$ cat src/rtl/spg_pkg.sv
package spg_pkg;
    localparam int COORD_W   = 12;
    localparam int CHAN_W    = 8;
    localparam int NUM_CHAN  = 3;
    localparam int RGB_W     = CHAN_W * NUM_CHAN;
    localparam int REG_ADR_W = 3;
    localparam int BUS_W     = 32;
    localparam int HI_FIELD  = 16;

    typedef enum logic [1:0] {
        PAT_LINES   = 2'd0,
        PAT_COLUMNS = 2'd1,
        PAT_CHECKER = 2'd2,
        PAT_NONE    = 2'd3
    } pattern_e;

    typedef enum logic [1:0] {
        PH_ACTIVE,
        PH_FRONT,
        PH_SYNC,
        PH_BACK
    } phase_e;

    typedef struct packed {
        logic               enable;
        pattern_e           mode;
        logic [COORD_W-1:0] x_lo;
        logic [COORD_W-1:0] x_hi;
        logic [COORD_W-1:0] y_lo;
        logic [COORD_W-1:0] y_hi;
        logic [COORD_W-1:0] width;
        logic [RGB_W-1:0]   start;
        logic [RGB_W-1:0]   step;
    } pattern_cfg_t;

    localparam logic [REG_ADR_W-1:0] REG_CTRL  = 3'd0;
    localparam logic [REG_ADR_W-1:0] REG_XWIN  = 3'd1;
    localparam logic [REG_ADR_W-1:0] REG_YWIN  = 3'd2;
    localparam logic [REG_ADR_W-1:0] REG_WIDTH = 3'd3;
    localparam logic [REG_ADR_W-1:0] REG_START = 3'd4;
    localparam logic [REG_ADR_W-1:0] REG_STEP  = 3'd5;
endpackage

$ cat src/rtl/spg_axis.sv
module spg_axis
    import spg_pkg::*;
#(
    parameter int ACTIVE = 1024,
    parameter int FRONT  = 24,
    parameter int SYNC   = 136,
    parameter int BACK   = 160
) (
    input  logic               clk,
    input  logic               rst_n,
    input  logic               adv,
    output logic [COORD_W-1:0] pos,
    output logic               active,
    output logic               sync_n,
    output logic               last
);
    phase_e             state;
    phase_e             state_nx;
    logic [COORD_W-1:0] cnt;
    logic [COORD_W-1:0] phase_len;
    logic               phase_end;

    // next-state logic
    always_comb begin
        unique case (state)
            PH_ACTIVE: phase_len = COORD_W'(ACTIVE);
            PH_FRONT:  phase_len = COORD_W'(FRONT);
            PH_SYNC:   phase_len = COORD_W'(SYNC);
            PH_BACK:   phase_len = COORD_W'(BACK);
        endcase
        phase_end = (cnt == phase_len - 1'b1);
        state_nx  = state;
        if (phase_end) begin
            unique case (state)
                PH_ACTIVE: state_nx = PH_FRONT;
                PH_FRONT:  state_nx = PH_SYNC;
                PH_SYNC:   state_nx = PH_BACK;
                PH_BACK:   state_nx = PH_ACTIVE;
            endcase
        end
    end

    // state register
    always_ff @(posedge clk) begin
        if (!rst_n) begin
            state <= PH_ACTIVE;
            cnt   <= '0;
            pos   <= '0;
        end else if (adv) begin
            state <= state_nx;
            cnt   <= phase_end ? '0 : cnt + 1'b1;
            pos   <= last ? '0 : pos + 1'b1;
        end
    end

    // outputs
    always_comb begin
        active = (state == PH_ACTIVE);
        sync_n = (state != PH_SYNC);
        last   = (state == PH_BACK) && phase_end;
    end
endmodule

$ cat src/rtl/spg_tracker.sv
module spg_tracker
    import spg_pkg::*;
(
    input  logic               clk,
    input  logic               rst_n,
    input  logic               adv,
    input  logic               last,
    input  logic [COORD_W-1:0] pos,
    input  logic [COORD_W-1:0] lo,
    input  logic [COORD_W-1:0] width,
    input  logic [RGB_W-1:0]   step,
    output logic [RGB_W-1:0]   acc,
    output logic               par
);
    logic [COORD_W-1:0] nx;
    logic [COORD_W-1:0] wlast;
    logic [COORD_W-1:0] cnt;
    logic [RGB_W-1:0]   acc_inc;

    assign nx    = last ? '0 : pos + 1'b1;
    assign wlast = (width == '0) ? '0 : width - 1'b1;

    for (genvar c = 0; c < NUM_CHAN; c++) begin : g_chan
        assign acc_inc[c*CHAN_W +: CHAN_W] = acc[c*CHAN_W +: CHAN_W] + step[c*CHAN_W +: CHAN_W];
    end

    always_ff @(posedge clk) begin
        if (!rst_n) begin
            cnt <= '0;
            acc <= '0;
            par <= 1'b0;
        end else if (adv) begin
            if (nx <= lo) begin
                cnt <= '0;
                acc <= '0;
                par <= 1'b0;
            end else if (cnt == wlast) begin
                cnt <= '0;
                acc <= acc_inc;
                par <= ~par;
            end else begin
                cnt <= cnt + 1'b1;
            end
        end
    end
endmodule

$ cat src/rtl/spg_regs.sv
module spg_regs
    import spg_pkg::*;
(
    input  logic                 clk,
    input  logic                 rst_n,
    input  logic                 wb_cyc,
    input  logic                 wb_stb,
    input  logic                 wb_we,
    input  logic [REG_ADR_W-1:0] wb_adr,
    input  logic [BUS_W-1:0]     wb_dat_i,
    output logic [BUS_W-1:0]     wb_dat_o,
    output logic                 wb_ack,
    input  logic                 frame_req,
    output pattern_cfg_t         act_cfg,
    output logic                 valid_sync
);
    localparam int PAD = HI_FIELD - COORD_W;

    pattern_cfg_t   shadow;
    logic           shadow_valid;
    logic           sync_s1;
    logic           req;
    logic [BUS_W-1:0] rd;

    assign req = wb_cyc & wb_stb & ~wb_ack;

    always_comb begin
        case (wb_adr)
            REG_CTRL:  rd = BUS_W'({shadow.mode, shadow.enable, shadow_valid});
            REG_XWIN:  rd = BUS_W'({shadow.x_hi, {PAD{1'b0}}, shadow.x_lo});
            REG_YWIN:  rd = BUS_W'({shadow.y_hi, {PAD{1'b0}}, shadow.y_lo});
            REG_WIDTH: rd = BUS_W'(shadow.width);
            REG_START: rd = BUS_W'(shadow.start);
            REG_STEP:  rd = BUS_W'(shadow.step);
            default:   rd = '0;
        endcase
    end

    always_ff @(posedge clk) begin
        if (!rst_n) begin
            shadow       <= '0;
            shadow_valid <= 1'b0;
            wb_ack       <= 1'b0;
            wb_dat_o     <= '0;
        end else begin
            wb_ack <= req;
            if (req && !wb_we) begin
                wb_dat_o <= rd;
            end
            if (req && wb_we) begin
                case (wb_adr)
                    REG_CTRL: begin
                        shadow_valid  <= wb_dat_i[0];
                        shadow.enable <= wb_dat_i[1];
                        shadow.mode   <= pattern_e'(wb_dat_i[3:2]);
                    end
                    REG_XWIN: begin
                        shadow.x_lo <= wb_dat_i[COORD_W-1:0];
                        shadow.x_hi <= wb_dat_i[HI_FIELD +: COORD_W];
                    end
                    REG_YWIN: begin
                        shadow.y_lo <= wb_dat_i[COORD_W-1:0];
                        shadow.y_hi <= wb_dat_i[HI_FIELD +: COORD_W];
                    end
                    REG_WIDTH: shadow.width <= wb_dat_i[COORD_W-1:0];
                    REG_START: shadow.start <= wb_dat_i[RGB_W-1:0];
                    REG_STEP:  shadow.step  <= wb_dat_i[RGB_W-1:0];
                    default:   ;
                endcase
            end
        end
    end

    // ready-bit synchroniser and frame-boundary commit
    always_ff @(posedge clk) begin
        if (!rst_n) begin
            sync_s1    <= 1'b0;
            valid_sync <= 1'b0;
            act_cfg    <= '0;
        end else begin
            sync_s1    <= shadow_valid;
            valid_sync <= sync_s1;
            if (frame_req && valid_sync) begin
                act_cfg <= shadow;
            end
        end
    end
endmodule

$ cat src/rtl/spg_render.sv
module spg_render
    import spg_pkg::*;
(
    input  logic               clk,
    input  logic               rst_n,
    input  logic               h_act,
    input  logic               v_act,
    input  logic               hs_n,
    input  logic               vs_n,
    input  logic [COORD_W-1:0] hpos,
    input  logic [COORD_W-1:0] vpos,
    input  pattern_cfg_t       cfg,
    input  logic [RGB_W-1:0]   hacc,
    input  logic               hpar,
    input  logic [RGB_W-1:0]   vacc,
    input  logic               vpar,
    output logic [RGB_W-1:0]   rgb_o,
    output logic               hsync_n_o,
    output logic               vsync_n_o,
    output logic               blank_o
);
    logic [RGB_W-1:0] line_col;
    logic [RGB_W-1:0] col_col;
    logic [RGB_W-1:0] alt_col;
    logic [RGB_W-1:0] pix;
    logic             visible;
    logic             in_roi;
    logic             draw;

    for (genvar c = 0; c < NUM_CHAN; c++) begin : g_mix
        assign line_col[c*CHAN_W +: CHAN_W] = cfg.start[c*CHAN_W +: CHAN_W] + vacc[c*CHAN_W +: CHAN_W];
        assign col_col[c*CHAN_W +: CHAN_W]  = cfg.start[c*CHAN_W +: CHAN_W] + hacc[c*CHAN_W +: CHAN_W];
        assign alt_col[c*CHAN_W +: CHAN_W]  = cfg.start[c*CHAN_W +: CHAN_W] + cfg.step[c*CHAN_W +: CHAN_W];
    end

    always_comb begin
        unique case (cfg.mode)
            PAT_LINES:   pix = line_col;
            PAT_COLUMNS: pix = col_col;
            PAT_CHECKER: pix = (hpar ^ vpar) ? alt_col : cfg.start;
            PAT_NONE:    pix = '0;
        endcase
        visible = h_act & v_act;
        in_roi  = (hpos >= cfg.x_lo) && (hpos <= cfg.x_hi) &&
                  (vpos >= cfg.y_lo) && (vpos <= cfg.y_hi);
        draw    = visible & cfg.enable & in_roi;
    end

    always_ff @(posedge clk) begin
        if (!rst_n) begin
            rgb_o     <= '0;
            hsync_n_o <= 1'b1;
            vsync_n_o <= 1'b1;
            blank_o   <= 1'b1;
        end else begin
            rgb_o     <= draw ? pix : '0;
            hsync_n_o <= hs_n;
            vsync_n_o <= vs_n;
            blank_o   <= ~visible;
        end
    end
endmodule

$ cat src/rtl/stripe_pattern_gen.sv
module stripe_pattern_gen
    import spg_pkg::*;
#(
    parameter int H_ACTIVE = 1024,
    parameter int H_FRONT  = 24,
    parameter int H_SYNC   = 136,
    parameter int H_BACK   = 160,
    parameter int V_ACTIVE = 768,
    parameter int V_FRONT  = 3,
    parameter int V_SYNC   = 6,
    parameter int V_BACK   = 29
) (
    input  logic                 clk,
    input  logic                 rst_n,
    input  logic                 wb_cyc_i,
    input  logic                 wb_stb_i,
    input  logic                 wb_we_i,
    input  logic [REG_ADR_W-1:0] wb_adr_i,
    input  logic [BUS_W-1:0]     wb_dat_i,
    output logic [BUS_W-1:0]     wb_dat_o,
    output logic                 wb_ack_o,
    output logic [RGB_W-1:0]     rgb_o,
    output logic                 hsync_n_o,
    output logic                 vsync_n_o,
    output logic                 blank_o
);
    logic [COORD_W-1:0] hpos, vpos;
    logic               h_act, v_act, hs_n, vs_n, hlast, vlast;
    logic               frame_req;
    logic               valid_sync;
    pattern_cfg_t       act_cfg;
    logic [RGB_W-1:0]   hacc, vacc;
    logic               hpar, vpar;

    assign frame_req = hlast & vlast;

    spg_axis #(.ACTIVE(H_ACTIVE), .FRONT(H_FRONT), .SYNC(H_SYNC), .BACK(H_BACK)) u_haxis (
        .clk(clk), .rst_n(rst_n), .adv(1'b1),
        .pos(hpos), .active(h_act), .sync_n(hs_n), .last(hlast)
    );

    spg_axis #(.ACTIVE(V_ACTIVE), .FRONT(V_FRONT), .SYNC(V_SYNC), .BACK(V_BACK)) u_vaxis (
        .clk(clk), .rst_n(rst_n), .adv(hlast),
        .pos(vpos), .active(v_act), .sync_n(vs_n), .last(vlast)
    );

    spg_regs u_regs (
        .clk(clk), .rst_n(rst_n),
        .wb_cyc(wb_cyc_i), .wb_stb(wb_stb_i), .wb_we(wb_we_i),
        .wb_adr(wb_adr_i), .wb_dat_i(wb_dat_i), .wb_dat_o(wb_dat_o), .wb_ack(wb_ack_o),
        .frame_req(frame_req), .act_cfg(act_cfg), .valid_sync(valid_sync)
    );

    spg_tracker u_htrk (
        .clk(clk), .rst_n(rst_n), .adv(1'b1), .last(hlast), .pos(hpos),
        .lo(act_cfg.x_lo), .width(act_cfg.width), .step(act_cfg.step),
        .acc(hacc), .par(hpar)
    );

    spg_tracker u_vtrk (
        .clk(clk), .rst_n(rst_n), .adv(hlast), .last(vlast), .pos(vpos),
        .lo(act_cfg.y_lo), .width(act_cfg.width), .step(act_cfg.step),
        .acc(vacc), .par(vpar)
    );

    spg_render u_render (
        .clk(clk), .rst_n(rst_n),
        .h_act(h_act), .v_act(v_act), .hs_n(hs_n), .vs_n(vs_n),
        .hpos(hpos), .vpos(vpos), .cfg(act_cfg),
        .hacc(hacc), .hpar(hpar), .vacc(vacc), .vpar(vpar),
        .rgb_o(rgb_o), .hsync_n_o(hsync_n_o), .vsync_n_o(vsync_n_o), .blank_o(blank_o)
    );
endmodule

$ cat config.mk
export PLATFORM = sky130hd
export DESIGN_NAME = stripe_pattern_gen
export DESIGN_NICKNAME = d
export VERILOG_FILES = /design/src/rtl/spg_pkg.sv /design/src/rtl/spg_axis.sv /design/src/rtl/spg_tracker.sv /design/src/rtl/spg_regs.sv /design/src/rtl/spg_render.sv /design/src/rtl/stripe_pattern_gen.sv
export SDC_FILE = /design/constraint.sdc
export NUM_CORES = 1
export LEC_CHECK = 0
export BUFFER_PORTS_ARGS = -buffer_cell sky130_fd_sc_hd__clkbuf_2
export CELL_PAD_IN_SITES_DETAIL_PLACEMENT = 0
export CELL_PAD_IN_SITES_GLOBAL_PLACEMENT = 2
export CORE_MARGIN = 4
export CORE_UTILIZATION = 36
export DETAILED_ROUTE_END_ITERATION = 8
export PLACE_DENSITY_LB_ADDON = 0.1
export SYNTH_ARGS = -nofsm -noshare
export SYNTH_HDL_FRONTEND = slang
export SYNTH_SLANG_ARGS = --single-unit
$ cat constraint.sdc
create_clock -name clk -period 5.1 [get_ports clk]
set_input_delay 0.255 -clock clk [delete_from_list [all_inputs] [get_ports clk]]
set_output_delay 0.255 -clock clk [all_outputs]
set_load 0.05 [all_outputs]
==> flow_metrics.tcl, run 1 <==
set metrics [dict create \
    place_congestion 0.874 \
    cts_setup_buffers 0 \
    skew_pair_late_insertion_delay_ns 0.61 \
    final.setup_skew_ns 0.0261 \
    route.detailed.wl_per_inst_um 19.6 \
    vdd_ir_drop_max_uv 231 \
    number_of_drc_markers_in_iteration_0 1387 \
    design.die.area_mm2 0.0656 \
    timing.final.setup_violations 0 \
    report.final.slew_viol_count 0 \
    avgSynthCellArea_um2 8.15 \
    grt_pass1_vias 18400 \
    path_class "reg2reg" \
    cell_type_of_the_slowest_stage_on_the_worst_timing_path "nand3_1" \
    worstPathCellList "inv_1 -> ha_1 -> xor2_1 -> a21boi_0 -> o211ai_1 -> nor4b_2 -> buf_4 -> nor2_1 -> ha_1 -> o21a_1 -> o21a_1 -> o21ai_0 -> a41o_2 -> nand2_1 -> nand3_1 -> mux2i_1" \
    synth-warning-count 0 \
    numClockSinks 407 \
    antenna_violating_nets_remaining 0 \
    tritoncts.num_buffers 50 \
    die_h_um 256 \
    worst_ep_required_time_ns 5.55 \
    grt.overflow.total 0 \
    fmaxAchievable_mhz 228 \
    post_synth_inst_count 2723 \
    finalCriticalPeriod_ns 4.39 \
    ctsLongestPathBuffers 3 \
    numPlacedInstances 3468 \
    yosys_most_used_dff "dfxtp_1" \
    dieWidth_um 256 \
    initial_utilization_pct 36.5 \
    via_count 19000 \
    grt_max_degree 110 \
    worstPathMaxFanout 16 \
    grtUsageTotal_pct 20.9 \
    worstReg2RegEnd "u_vtrk.par" \
    cts_tree "built" \
    totalNegativeSetupSlack_ns 0 \
    min_to "u_regs.shadow[79]" \
    tightestPinTransition_ns 1.18 \
    antenna_violations_before_repair 2 \
    crit_path_start_kind "register" \
    power_density_mw_per_mm2 280 \
    layout-drive-gt1-share_pct 9.69 \
    route.final.wire_length_um 70100 \
    number_of_core_rows 90 \
    cp-end-kind "register" \
    path_delay_family "compound AO/OA/AOI/OAI gates" \
    dp_hpwl_um 50600 \
    run_status "finished, final reports clean" \
    maxCapViolations 0 \
    io-pin-count 100 \
    clock_tree.root_cell "clkbuf_16" \
    arrival_ns 4.84 \
    core_area_mm2 0.0607 \
    min-delay-path-class "in2reg" \
    mappedNetlistArea_mm2 0.0222 \
    maxSlewHeadroom_pct 20.9 \
    worst_r2r_path_depth 16 \
    synth.yosys.seq_area_share_pct 36.7 \
    worst_reg2reg_startpoint "u_vaxis.state[0]" \
    drcViolationCount 0 \
    power.static_leakage_nw 9.93 \
    synth_seq_cells 407 \
    clkSlewWorstSetupHoldPaths_ns 0.06 \
    fillCellCount 6226 \
    finish.utilization_pct 41.3 \
    synth_edf_count 0 \
    nets 2989 \
    place.port_buffers 91 \
    drtPass1Iterations 5 \
    post_synthesis_cell_type_count 85 \
    rsz0062_at_grt "false" \
    grt_first_pass_wirelength_um 110000 \
    whs_path_depth 3 \
    path_buf_inv 2 \
    stdcell_count 3582 \
    post_drt_via_cell_ratio 5.30 \
    htree_num_levels 2 \
    report.final.hold_viol_count 0 \
    hold_sp "wb_dat_i[7]" \
    final_worst_path_cycle_share_pct 86.2 \
    ys_async_sr_fraction_pct 0 \
    critical_path.max_stage_delay_ns 0.58 \
    area_delta_synth_final_pct 13.1 \
    reg2reg_slack_ns 0.71 \
]
==> how the worst max path moves through the flow <==
stage / startpoint / end / slack [ns] / cells past startpoint
after floorplan: u_haxis.state[0] / u_htrk.cnt[10] / 0.96 / 18
after global placement: u_vaxis.state[0] / u_vtrk.par / 0.78 / 16
after detailed placement: u_vaxis.state[0] / u_vtrk.par / 0.71 / 16
after CTS: u_vaxis.state[0] / u_vtrk.par / 0.67 / 16
after global routing: u_vaxis.state[0] / u_vtrk.par / 0.32 / 16
final: u_vaxis.state[0] / u_vtrk.par / 0.71 / 16
==> registers in the layout, indices dropped and copies added (netlist names), 2 cells and up <==
register	flops
u_regs.act_cfg	111
u_vtrk.acc	24
u_vaxis.pos	12
u_vaxis.state	2
u_vaxis.cnt	12
u_haxis.pos	12
u_regs.wb_dat_o	28
u_vtrk.cnt	12
u_haxis.state	2
u_regs.shadow	111
u_render.rgb_o	24
u_htrk.acc	24
u_htrk.cnt	12
u_haxis.cnt	12
==> cells in the final DEF, fill, tap and decap left out, drive strengths merged, types with 17 or more instances in the layout <==
cell / instances
dlygate4sd3: 24
inv: 79
a21o: 51
o221ai: 17
nand2: 541
mux2i: 46
a22oi: 33
mux2: 33
nand4: 27
a21oi: 333
clkbuf: 161
nor2b: 31
and3: 25
a211oi: 18
xnor2: 86
nand3: 51
o21ai: 76
dfxtp: 407
nor2: 196
nor3: 50
buf: 29
xor2: 75
ha: 175
==> cells by family after synthesis <==
logic type	count (synthesis)	share of synthesized area, %
multiplexers	79	3.75
AO/OA/AOI/OAI	628	17.2
adder cells (fa/ha/maj)	187	11.0
other	1	0.0169
XOR/XNOR	161	6.36
buffers and inverters	239	4.33
flip-flops	407	36.7
AND/OR/NAND/NOR	1021	20.7
==> through the flow <==
stage | hold slack, ns | total power (W) | cell area (um^2) | setup WS [ns]
after CTS | 0.00178 | 0.00714 | 25100 | 0.669
after floorplan | 0.391 | 0.00347 | 22200 | 0.963
final | 0.0240 | 0.00703 | 25100 | 0.705
after global placement | 0.427 | 0.00360 | 23300 | 0.784
after global routing | 0.0264 | 0.00729 | 25100 | 0.323
after detailed placement | 0.424 | 0.00360 | 23300 | 0.707
==> cell type report <==
type	count	area (um^2)	share of cell area, %
repair buffers	144	926	3.69
diodes	3	7.51	0.0299
well taps	782	978	3.90
clock inverters	17	193	0.768
multi-input cells	2080	13100	52.4
flip-flops and latches	407	8150	32.5
inverters	79	304	1.21
clock buffers	70	1380	5.49
==> power by group <==
part	internal, W	switching [W]
Combinational	0.0000846	0.000243
Sequential	0.00320	0.0000216
Clock	0.00203	0.00145
==> routing by layer <==
layer | track usage [%] | share of wire, %
met1 | 31.1 | 51
met2 | 32.0 | 43
met3 | 2.91 | 4.0
met4 | 4.72 | 1.8
met5 | 0 | 0
==> worst reg2reg max path, cell delays in order, from the launching register on <==
cell and delay (ns):
dfxtp_1 0.42, inv_1 0.13, ha_1 0.37, xor2_1 0.21, a21boi_0 0.20, o211ai_1 0.13
nor4b_2 0.29, buf_4 0.26, nor2_1 0.08, ha_1 0.29, o21a_1 0.11, o21a_1 0.15
o21ai_0 0.24, a41o_2 0.38, nand2_1 0.25, nand3_1 0.58, mux2i_1 0.16
==> cell usage after synthesis (14+ instances only) <==
library cell,count,area (um^2)
dfxtp_1,407,8150
a22oi_1,33,248
buf_1,14,52.6
ha_1,175,2190
nand3_1,51,255
a211oi_1,18,135
xnor2_1,86,753
a21o_1,51,383
o21ai_0,76,380
clkbuf_1,130,488
xor2_1,75,657
nand4_1,27,169
mux2i_1,46,460
o221ai_1,17,149
a21oi_1,333,1670
nor3_1,50,250
and3_1,23,144
mux2_2,33,372
nand2_1,541,2030
nor2b_1,31,194
inv_1,78,293
nor2_1,196,736
==> what timing repair did <==
| item | in CTS | in global routing |
|---|---|---|
| hold endpoints to repair | 59 | 0 |
| resized for setup | 0 | 0 |
| hold buffers | 24 | 0 |
No activity file was read; power rests on OpenSTA's default activity.
==> inputs of run 2 (changes only) <==
--- a/config.mk
+++ b/config.mk
@@ -5,12 +5,13 @@
 export SDC_FILE = /design/constraint.sdc
 export NUM_CORES = 1
 export LEC_CHECK = 0
-export BUFFER_PORTS_ARGS = -buffer_cell sky130_fd_sc_hd__clkbuf_2
 export CELL_PAD_IN_SITES_DETAIL_PLACEMENT = 0
 export CELL_PAD_IN_SITES_GLOBAL_PLACEMENT = 2
+export CORE_ASPECT_RATIO = 0.5
 export CORE_MARGIN = 4
 export CORE_UTILIZATION = 36
 export DETAILED_ROUTE_END_ITERATION = 8
+export DONT_BUFFER_PORTS = 1
 export PLACE_DENSITY_LB_ADDON = 0.1
 export SYNTH_ARGS = -nofsm -noshare
 export SYNTH_HDL_FRONTEND = slang
==> constraint.sdc (replaced) <==
create_clock -name clk -period 5.2 [get_ports clk]
set_input_delay 0.26 -clock clk [delete_from_list [all_inputs] [get_ports clk]]
set_output_delay 0.26 -clock clk [all_outputs]
set_load 0.05 [all_outputs]
==> run 2 against run 1 <==
Via count fell by 2.6%; cell count fell by 1.9%; die area rose by 0.37%; power fell by 5.4%; sequential share of layout area rose by 0.64 points; clock-buffer cell count fell by 14; clock power fell by 8.0%; wire length rose by 2.7%; setup slack got worse by 0.0025 ns; largest cell class unchanged.
==> flow_metrics.tcl, run 2 (synthesis gave the netlist of run 1 again) <==
set metrics [dict create \
    whs_path_depth 3 \
    numClockSinks 407 \
    path_class "reg2reg" \
    post_drt_via_cell_ratio 5.26 \
    die_h_um 184 \
    skew_pair_late_insertion_delay_ns 0.57 \
    worst_hold_slack_ns 0.0453 \
    design.die.area_mm2 0.0659 \
    cell_type_of_the_slowest_stage_on_the_worst_timing_path "nand3_1" \
    cp-end-kind "register" \
    htree_num_levels 2 \
    rsz0062_at_grt "false" \
    grt_max_degree 92 \
    ctsLongestPathBuffers 3 \
    layout-drive-gt1-share_pct 6.48 \
    number_of_drc_markers_in_iteration_0 1245 \
    final_worst_path_cycle_share_pct 86.5 \
    route.detailed.wl_per_inst_um 20.5 \
    num_antenna_cells 0 \
    finalCriticalPeriod_ns 4.50 \
    grt_first_pass_wirelength_um 111000 \
    layout.cells.most_common_list "541 x nand2_1, 407 x dfxtp_1, 333 x a21oi_1, 195 x nor2_1, 175 x ha_1" \
    fmaxAchievable_mhz 222 \
    nets 2898 \
    worstPathCellList "inv_1 -> ha_1 -> xor2_1 -> a21boi_0 -> o211ai_1 -> nor4b_2 -> buf_4 -> nor2_1 -> ha_1 -> o21a_1 -> o21a_1 -> o21ai_0 -> a41o_2 -> nand2_1 -> nand3_1 -> mux2i_1" \
    area_delta_synth_final_pct 10.9 \
    largest_registers "u_regs.act_cfg x111, u_regs.shadow x111, u_regs.wb_dat_o x28" \
    critical_path.max_stage_delay_ns 0.51 \
    dieWidth_um 359 \
    clkSlewWorstSetupHoldPaths_ns 0.06 \
    worst_ep_required_time_ns 5.62 \
    timing.final.setup_violations 0 \
    maxSlewHeadroom_pct 21.9 \
    path_delay_family "compound AO/OA/AOI/OAI gates" \
    dp_hpwl_um 50500 \
    grt.overflow.total 0 \
    worstPathMaxFanout 16 \
    tightestPinTransition_ns 1.17 \
    power_density_mw_per_mm2 270 \
    number_of_core_rows 63 \
    path_buf_inv 2 \
    power.static_leakage_nw 9.48 \
    core_area_mm2 0.0601 \
    dp_worst_setup_slack_ns 0.672 \
    reg2reg_slack_ns 0.70 \
    io-pin-count 100 \
    grt_pass1_vias 17700 \
    run_status "finished, final reports clean" \
    worst_r2r_path_depth 16 \
    place_congestion 0.873 \
    cp.depth 16 \
    final.setup_skew_ns 0.0232 \
    stdcell_count 3513 \
    finish.utilization_pct 40.9 \
    crit_path_start_kind "register" \
    startpoint "u_vaxis.state[0]" \
    place.port_buffers 0 \
    cts-resized-gates 0 \
    tritoncts.num_buffers 41 \
    via_count 18500 \
    drcViolationCount 0 \
    route.final.wire_length_um 72000 \
    initial_utilization_pct 36.9 \
    numPlacedInstances 3407 \
    layout.cells.most_common "nand2_1" \
    grtUsageTotal_pct 21.3 \
    drtPass1Iterations 5 \
    arrival_ns 4.92 \
    hold_sp "rst_n" \
    vdd_ir_drop_max_uv 192 \
    post-route-worst-setup-slack_ns 0.703 \
    report.final.hold_viol_count 0 \
    clock_tree.root_cell "clkbuf_16" \
    antenna_violations_before_repair 0 \
    report.final.slew_viol_count 0 \
    min-delay-path-class "in2reg" \
    worst_reg2reg_startpoint "u_vaxis.state[0]" \
    totalNegativeSetupSlack_ns 0 \
    antenna_violating_nets_remaining 0 \
    maxCapViolations 0 \
    cts_tree "built" \
]
run 2: tightest hold or removal path, cell delays in order:
cell	delay [ns]
nand4_1	0.08
a21oi_1	0.06
a21o_1	0.15
run 2: layer usage:
layer	part of all wire [%]	global-route usage, %	up-vias
li1	-	-	9310
met1	53	32.8	8832
met2	42	32.2	270
met3	3.5	2.65	67
met4	1.3	3.37	0
met5	0	0	-
run 2: area by class of cell:
| type | instances | area [um^2] |
|---|---|---|
| timing repair buffer | 62 | 561 |
| clock buffer | 56 | 1180 |
| clock inverter | 17 | 224 |
| sequential | 407 | 8150 |
| inverter | 79 | 304 |
| fill | 6249 | 35500 |
| multi-input combinational | 2080 | 13200 |
| tap | 812 | 1020 |
run 2: metrics by stage:
stage	total power [W]	cell area [um^2]
2_1_floorplan	0.00341	22200
3_3_place_gp	0.00347	22900
3_5_place_dp	0.00347	22900
4_1_cts	0.00675	24600
5_1_grt	0.00691	24600
6_report	0.00665	24600
run 2: where the power goes:
| group | switching (W) | internal, W | total, W |
|---|---|---|---|
| sequential | 0.0000519 | 0.00314 | 0.00319 |
| combinational | 0.000186 | 0.0000726 | 0.000259 |
| clock | 0.00135 | 0.00185 | 0.00320 |
| total | 0.00159 | 0.00506 | 0.00665 |
run 2: worst paths after layout:
check | to
hold / removal | u_vtrk.acc[23]
hold reg to reg | u_regs.valid_sync
setup reg to reg | u_vtrk.par
setup / recovery | u_vtrk.par
run 2: timing repair:
item | 4_1_cts | 5_1_grt
hold buffers | 33 | 0
hold endpoints to repair | 144 | 0
setup buffers | 0 | 0
setup endpoints to repair | 0 | 0
